--- src/rtl/dbi_pkg.sv ---
package dbi_pkg;
   localparam int BAR_ID_W = 3;
   localparam int WAIT_W   = 6;
   localparam int STALL_W  = 4;
   localparam int REUSE_W  = 4;

   localparam logic [BAR_ID_W-1:0] BAR_NONE = '1;

   // control word, most significant field first
   typedef struct packed {
      logic [REUSE_W-1:0]  reuse;
      logic [WAIT_W-1:0]   wait_m;
      logic [BAR_ID_W-1:0] rd_bar;
      logic [BAR_ID_W-1:0] wr_bar;
      logic                yld;
      logic [STALL_W-1:0]  stall;
   } ctrl_t;

   localparam int CTRL_W = $bits(ctrl_t);
endpackage

--- src/rtl/dbi_stall_timer.sv ---
module dbi_stall_timer #(
   parameter int LOAD_W = 5
) (
   input  logic              clk,
   input  logic              rst_n,
   input  logic              load,
   input  logic [LOAD_W-1:0] load_val,
   output logic              busy
);
   logic [LOAD_W-1:0] remain;

   always_ff @(posedge clk) begin
      if (!rst_n)
         remain <= '0;
      else if (load)
         remain <= load_val;
      else if (remain != '0)
         remain <= remain - 1'b1;
   end

   assign busy = (remain != '0);
endmodule

--- src/rtl/dbi_bar_ctr.sv ---
module dbi_bar_ctr #(
   parameter int CNT_W = 3
) (
   input  logic             clk,
   input  logic             rst_n,
   input  logic             inc,
   input  logic             dec,
   output logic [CNT_W-1:0] cnt,
   output logic             busy
);
   localparam logic [CNT_W-1:0] CNT_MAX = '1;

   always_ff @(posedge clk) begin
      if (!rst_n)
         cnt <= '0;
      else if (inc && !dec) begin
         if (cnt != CNT_MAX)
            cnt <= cnt + 1'b1;
      end
      else if (dec && !inc) begin
         if (cnt != '0)
            cnt <= cnt - 1'b1;
      end
   end

   assign busy = (cnt != '0);
endmodule

--- src/rtl/dbi_bar_dec.sv ---
module dbi_bar_dec #(
   parameter int NUM_BAR = 6,
   parameter int ID_W    = 3
) (
   input  logic               vld,
   input  logic [ID_W-1:0]    id,
   output logic [NUM_BAR-1:0] hit
);
   if (NUM_BAR >= (1 << ID_W)) begin : g_bad_range
      $error("dbi_bar_dec: NUM_BAR must leave room for the none code");
   end

   for (genvar i = 0; i < NUM_BAR; i++) begin : g_hit
      assign hit[i] = vld && (id == ID_W'(i));
   end
endmodule

--- src/rtl/dbi_issue_ctl.sv ---
module dbi_issue_ctl
   import dbi_pkg::*;
#(
   parameter int NUM_BAR       = 6,
   parameter int CNT_W         = 3,
   parameter int WARP_W        = 5,
   parameter int NUM_SCHED     = 4,
   parameter int SCHED_ID      = 0,
   parameter int YIELD_PENALTY = 1
) (
   input  logic                clk,
   input  logic                rst_n,
   input  logic                in_valid,
   output logic                in_ready,
   input  logic [WARP_W-1:0]   in_warp,
   input  logic [CTRL_W-1:0]   in_ctrl,
   input  logic                wb_done_vld,
   input  logic [BAR_ID_W-1:0] wb_done_id,
   input  logic                rb_done_vld,
   input  logic [BAR_ID_W-1:0] rb_done_id,
   output logic [NUM_BAR-1:0]  bar_busy,
   output logic                switch_hint
);
   localparam int LOAD_W = STALL_W + 1;

   if (NUM_BAR < 1 || NUM_BAR > WAIT_W) begin : g_bad_nbar
      $error("dbi_issue_ctl: NUM_BAR out of range of the wait mask");
   end
   if (CNT_W < 1) begin : g_bad_cnt
      $error("dbi_issue_ctl: CNT_W must be positive");
   end
   if (NUM_SCHED < 2 || SCHED_ID < 0 || SCHED_ID >= NUM_SCHED) begin : g_bad_sched
      $error("dbi_issue_ctl: scheduler index out of range");
   end
   if (YIELD_PENALTY < 0 || YIELD_PENALTY >= (1 << STALL_W)) begin : g_bad_pen
      $error("dbi_issue_ctl: YIELD_PENALTY does not fit the timer");
   end

   ctrl_t                  ctrl;
   logic                   own_warp;
   logic                   stall_busy;
   logic                   wait_hit;
   logic                   acc_own;
   logic [LOAD_W-1:0]      load_val;
   logic [NUM_BAR-1:0]     wr_hit, rd_hit, wb_hit, rb_hit;
   logic [NUM_BAR-1:0]     inc_vec, dec_vec;
   logic [NUM_BAR*CNT_W-1:0] cnt_flat;

   assign ctrl = ctrl_t'(in_ctrl);

   // warp to scheduler mapping
   if ((NUM_SCHED & (NUM_SCHED - 1)) == 0) begin : g_map_pow2
      localparam int SEL_W = $clog2(NUM_SCHED);
      assign own_warp = (in_warp[SEL_W-1:0] == SEL_W'(SCHED_ID));
   end
   else begin : g_map_mod
      assign own_warp = ((32'(in_warp) % NUM_SCHED) == SCHED_ID);
   end

   assign wait_hit = |(ctrl.wait_m[NUM_BAR-1:0] & bar_busy);
   assign in_ready = !own_warp || (!stall_busy && !wait_hit);
   assign acc_own  = in_valid && in_ready && own_warp;

   assign load_val = {1'b0, ctrl.stall}
                   + (ctrl.yld ? LOAD_W'(0) : LOAD_W'(YIELD_PENALTY));

   dbi_stall_timer #(.LOAD_W(LOAD_W)) u_timer (
      .clk      (clk),
      .rst_n    (rst_n),
      .load     (acc_own),
      .load_val (load_val),
      .busy     (stall_busy)
   );

   dbi_bar_dec #(.NUM_BAR(NUM_BAR), .ID_W(BAR_ID_W)) u_dec_wr (
      .vld (acc_own), .id (ctrl.wr_bar), .hit (wr_hit)
   );
   dbi_bar_dec #(.NUM_BAR(NUM_BAR), .ID_W(BAR_ID_W)) u_dec_rd (
      .vld (acc_own), .id (ctrl.rd_bar), .hit (rd_hit)
   );
   dbi_bar_dec #(.NUM_BAR(NUM_BAR), .ID_W(BAR_ID_W)) u_dec_wb (
      .vld (wb_done_vld), .id (wb_done_id), .hit (wb_hit)
   );
   dbi_bar_dec #(.NUM_BAR(NUM_BAR), .ID_W(BAR_ID_W)) u_dec_rb (
      .vld (rb_done_vld), .id (rb_done_id), .hit (rb_hit)
   );

   assign inc_vec = wr_hit | rd_hit;
   assign dec_vec = wb_hit | rb_hit;

   for (genvar k = 0; k < NUM_BAR; k++) begin : g_bar
      dbi_bar_ctr #(.CNT_W(CNT_W)) u_ctr (
         .clk   (clk),
         .rst_n (rst_n),
         .inc   (inc_vec[k]),
         .dec   (dec_vec[k]),
         .cnt   (cnt_flat[k*CNT_W +: CNT_W]),
         .busy  (bar_busy[k])
      );
   end

   always_ff @(posedge clk) begin
      if (!rst_n)
         switch_hint <= 1'b0;
      else
         switch_hint <= acc_own && !ctrl.yld;
   end

   logic unused_ok;
   assign unused_ok = ^{ctrl.reuse, ctrl.wait_m};
endmodule

--- config.mk ---
export PLATFORM = sky130hd
export DESIGN_NAME = dbi_issue_ctl
export DESIGN_NICKNAME = d
export VERILOG_FILES = /design/src/rtl/dbi_pkg.sv /design/src/rtl/dbi_stall_timer.sv /design/src/rtl/dbi_bar_ctr.sv /design/src/rtl/dbi_bar_dec.sv /design/src/rtl/dbi_issue_ctl.sv
export SDC_FILE = /design/constraint.sdc
export NUM_CORES = 1
export LEC_CHECK = 0
export ABC_AREA = 1
export BUFFER_PORTS_ARGS = -buffer_cell sky130_fd_sc_hd__buf_4
export CORE_MARGIN = 2
export CORE_UTILIZATION = 50
export CTS_CLUSTER_DIAMETER = 120
export DETAILED_ROUTE_END_ITERATION = 16
export HOLD_SLACK_MARGIN = 0.05
export PLACE_DENSITY = 0.75
export SLEW_MARGIN = 20
export SYNTH_ARGS = -nofsm -noshare
export SYNTH_HDL_FRONTEND = slang
export SYNTH_SLANG_ARGS = --single-unit
--- constraint.sdc ---
create_clock -name clk -period 4.9 [get_ports clk]
set_input_delay 0.245 -clock clk [delete_from_list [all_inputs] [get_ports clk]]
set_output_delay 0.245 -clock clk [all_outputs]
set_load 0.1 [all_outputs]
# Word-level counts from Yosys, hierarchy flattened
# Index checks and enable logic that the tools add are counted.
# classes
n_addsub,14
mul,0
n_div,0
magnitude_cmp,0
n_eq_ne,32
n_shift,0
mux,27
bitwise_logic,3
reduce_logical,89
# ops
cell,count
two-way mux 3 bit,24
logical AND 1 bit,40
nonzero test 2 bit,13
== test 3 x 2 -> 1 bit (second input constant),8
== test 3 bit (second input constant),8
adder 3 x 1 -> 3 bit (second input constant),6
inequality test 3 bit (second input constant),6
AND reduction 3 bit,6
nonzero test 3 bit,6
subtractor 3 x 1 -> 3 bit (second input constant),6
zero test 1 bit,16
== test 3 x 1 -> 1 bit (second input constant),4
zero test 3 bit,4
inequality test 2 bit (second input constant),6
OR 6 bit,2
two-way mux 5 bit,2
AND 6 bit,1
OR reduction 6 bit,1
adder 4 x 1 -> 5 bit,1
nonzero test 5 bit,1
subtractor 5 x 1 -> 5 bit (second input constant),1
zero test 2 bit,1
logical OR 1 bit,1
two-way mux 1 bit,1
# word_totals
ff_bits,24
latch_bits,0
mem_bits_rw,0
romBits,0
wordCells,173
memories,0

# Longest topological paths before layout
# depth
depth_word,14
depth_mapped,17

# Cells and area by module
# A second synthesis with hierarchy kept.
# hier_totals
cells_unflattened,352
hier_area_um2,2175.8
# modules_own_cells
mod,instances,cells_each,area_per_inst_um2,seq_area_each_um2
dbi_bar_ctr,6,34,231.5,60.1
dbi_stall_timer,1,41,286.5,100.1
dbi_issue_ctl,1,47,265.3,20.0
dbi_bar_dec,4,15,58.8,0.0

# Worst setup path after synthesis
# OpenSTA, ideal clock, no wires.
# synth_path
kind,reg2reg
startpoint,reg u_timer.remain[0]
endpoint,reg g_bar[4].u_ctr.cnt[2]
arrival_time_ns,2.377
required_ns,4.781
path_slack_ns,2.404
stages_incl_launch_ff,17
path_buffers,1
cell_sequence,dfxtp_1 > inv_1 > ha_1 > nand2_1 > nor2_8 > nand2_4 > nor2_4 > nand3_4 > buf_6 > a21oi_2 > ha_1 > inv_1 > fa_1 > xnor2_1 > nand2_1 > o21ai_0 > a21oi_1
# synth_via
elab_chain_len,12
word_cells_on_any_way,17
# synth_rtl
element,line,source
from (decl),dbi_stall_timer.sv:10,logic [LOAD_W-1:0] remain;
from (signal assigned),dbi_stall_timer.sv:16,remain <= load_val;
from (signal assigned),dbi_stall_timer.sv:18,remain <= remain - 1'b1;
nonzero test 5 bit *,dbi_stall_timer.sv:21,assign busy = (remain != '0);
zero test 1 bit *,dbi_issue_ctl.sv:61,assign in_ready = !own_warp || (!stall_busy && !wait_hit);
logical AND 1 bit *,dbi_issue_ctl.sv:61,
logical OR 1 bit *,dbi_issue_ctl.sv:61,
logical AND 1 bit * (2 in a row),dbi_issue_ctl.sv:62,assign acc_own = in_valid && in_ready && own_warp;
logical AND 1 bit,dbi_bar_dec.sv:14,assign hit[i] = vld && (id == ID_W'(i));
OR 6 bit *,dbi_issue_ctl.sv:88,assign inc_vec = wr_hit | rd_hit;
zero test 1 bit,dbi_bar_ctr.sv:20,else if (dec && !inc) begin
logical AND 1 bit,dbi_bar_ctr.sv:20,
nonzero test 2 bit (no source line),n/a,
AND reduction 3 bit (no source line),n/a,
to (signal assigned),dbi_bar_ctr.sv:18,cnt <= cnt + 1'b1;
to (signal assigned),dbi_bar_ctr.sv:22,cnt <= cnt - 1'b1;
to (decl),dbi_bar_ctr.sv:8,"output logic [CNT_W-1:0] cnt,"
# Every way passes the cells marked *; elsewhere a longest branch is shown, timed or not.
# A chain may end at the register's enable or synchronous reset.

# Worst setup path after layout
# layout_path
startpoint,reg u_timer.remain[0]
endpoint,reg g_bar[5].u_ctr.cnt[2]
# layout_via
elab_chain_len,12
word_cells_on_any_way,17
# layout_rtl
element,line
nonzero test 5 bit *,dbi_stall_timer.sv:21
zero test 1 bit *,dbi_issue_ctl.sv:61
logical AND 1 bit *,dbi_issue_ctl.sv:61
logical OR 1 bit *,dbi_issue_ctl.sv:61
logical AND 1 bit * (2 in a row),dbi_issue_ctl.sv:62
logical AND 1 bit,dbi_bar_dec.sv:14
OR 6 bit *,dbi_issue_ctl.sv:88
zero test 1 bit,dbi_bar_ctr.sv:20
logical AND 1 bit,dbi_bar_ctr.sv:20
nonzero test 2 bit (no source line),n/a
AND reduction 3 bit (no source line),n/a
to (signal assigned),dbi_bar_ctr.sv:18
to (signal assigned),dbi_bar_ctr.sv:22
to (decl),dbi_bar_ctr.sv:8
# Marks and branches as above.

==> run metrics <==
buffer levels on the longest clock path 2; number of diodes added for antenna fixing 0; HP Class primary input to register; required time reported for the critical path endpoint 5.06 ns; vias in the first global route 1641; number of remaining DRC errors 0; number of DRC markers after the initial detailed-route iteration 63; r2r startpoint u_timer.remain[0]; Root Driver clkbuf_8; number of distinct library cell variants in the gate-level netlist after synthesis 36; port bufs 37; post-layout worst setup margin 2.159 ns; starting utilization of the core area 52.02%; remaining max-slew budget at the tightest pin 77.87%; count of nets after finishing 351; Core Footprint 3661 sq um; width of the chip 65.72 um; first-pass GRT wire length 6651 um; number of setup violations in the final report 0; cell count after synthesis 264; clock-pin slew on the worst setup and hold paths 0.09 ns; total CTS buffers 3; startpoint-to-endpoint class of the critical path register to register; GR met3 Demand/Resource 4.281%; # clock sinks 24; post-CTS setup buffers 0; initial antenna violation count 0; count of pins on the block boundary 45; post-synth net total 317; Syn. warnings 0; share of the core filled with cells 61.55%; number of routed nets with antenna violations 0; mean routed wirelength per cell 11.23 um; Max Fanout on Critical Path 18; crit start category register; detailed-router iteration count before antenna repair 6; depth of the worst register-to-register path 15; maximum achievable frequency 364.9 MHz; part of the cycle the worst path needs 55.93%; critical register-to-register path endpoint g_bar[5].u_ctr.cnt[2]; worst clock skew 0.008070 ns; GP Congestion 0.7610; total leakage power 1.010 nW; CP arrival 2.90 ns; drt via density 5.058; end point of the critical path g_bar[5].u_ctr.cnt[2]; detailed-route wire length 3876 um; met2 track demand over resource in global routing 35.86%; largest net degree at the start of global routing 19; commonest non-fill, non-tap cell in the layout nor2_1; result of the run finished clean; total power draw 712.3 uW; die area 4318 sq um; post-CTS sizing 0; max-slew violation total from the final report 0; number of levels the H-tree was split into 1; Area growth, synth to finish 18.33%; grt met1 use 22.33%; Sum Neg Setup Slack 0 ns; average size of a mapped cell 7.213 sq um; slew of the pin with the lowest slew margin 0.3290 ns; Critical Path Source u_timer.remain[0]; Placement Setup Slack 2.187 ns; shortest clock period the worst path allows after layout 2.741 ns; synthesized cell area 1904 sq um; via count 1745; sequential fraction of the synthesis area 25.23%; TritonCTS clock tree done; Worst Hold Path Cells 2; final hold violation count 0; flip-flop and latch count after synthesis 24; total congestion overflow after global routing 0; Die Y-Extent 65.72 um; R2R setup slack 2.16 ns; endpoint kind of the worst setup timing path register; Power Density 316.1 nW/um^2; hold_ws 0.1357 ns; clock insertion delay at the later pin of the skew report 0.27 ns; leading cell types in the layout, fill and taps excluded 39 x nor2_1, 37 x buf_4, 35 x nand2_1; share of layout cells above drive strength 1 21.89%; cts-stage hold buffer count 0; count of max-cap constraint violations 0; gr busiest metal met2; largest vdd supply drop 0.1902 mV; All-Layer GR Usage 19.48%; number of rows in the core area 22; HPWL after detailed placement 3061 um; unrepaired setup endpoints after global routing no
## critical path, cell delays in order, from the launching register on
cell and delay (ns):
dfxtp_1 0.34, inv_1 0.09, ha_1 0.15, nand2_1 0.12, nor2_8 0.18, nand2_4 0.06, nor2_4 0.14, nand3_4 0.23
a21oi_2 0.19, ha_1 0.22, inv_1 0.08, fa_1 0.38, xnor2_1 0.15, nand2_1 0.08, o21ai_0 0.16, a21oi_1 0.05
## metal layers
metal	wire [um]	vias up
met1	1681	781
li1	-	924
met2	1930	34
met4	81	0
met3	183	6
met5	0	-
## report_power, final
group          leakage, nW  internal [mW]  total (mW)  switching, mW
combinational        0.780          0.130       0.306          0.176
clock               0.0357          0.109       0.176         0.0667
sequential           0.194          0.215       0.230         0.0150
total                 1.01          0.454       0.712          0.258
## synth_stat cells (all sizes together)
cell type	instances	area share [%]
xnor2	9	4.1
a32oi	3	1.4
nand4	1	0.33
a31oi	4	1.3
buf	7	3.0
fa	6	6.3
o31ai	1	0.39
o21bai	4	1.6
a21boi	1	0.39
nor2	43	10
o21ai	17	4.9
clkbuf	1	0.20
nand3	21	6.2
ha	10	6.6
a21oi	16	5.4
nor3	8	2.4
xor2	5	2.3
nand2	36	7.5
inv	41	8.1
a211oi	2	0.79
or2	1	0.33
nor3b	1	0.66
dfxtp	24	25
a211o	1	0.46
nor4	1	0.33
## area by class of cell
cell class                 count  area (sq um)
clock inverter                 1         30.03
clock buffer                   3         41.29
multi-input combinational    191          1210
tap                           48         60.06
sequential                    24         480.5
fill                         348          1408
timing repair buffer          37         277.8
inverter                      41         153.9
## cell families after synthesis
logic type | after synthesis | share of synthesized area [%]
simple gates | 112 | 27.66
compound gates | 49 | 16.56
buf+inv | 49 | 11.23
flops | 24 | 25.23
fa+ha+maj | 16 | 12.88
xor+xnor | 14 | 6.439
## per-stage QoR
stage / cells / cell area (sq um)
CTS: 345 / 2253
finish: 345 / 2253
floorplan: 264 / 1904
global placement: 341 / 2182
detailed placement: 341 / 2182
global route: 345 / 2253
## registers in the layout, summed over array words and instances, names as in the netlist
register         flops
switch_hint          1
g_bar.u_ctr.cnt     18
u_timer.remain       5
## how the worst min path moves through the flow
stage | start | endpoint
global placement | in_ctrl[4] | switch_hint
finish | in_ctrl[4] | switch_hint
detailed placement | in_ctrl[4] | switch_hint
CTS | in_ctrl[4] | switch_hint
global route | in_ctrl[4] | switch_hint
floorplan | in_ctrl[4] | switch_hint
(Power assumes the default switching activity.)
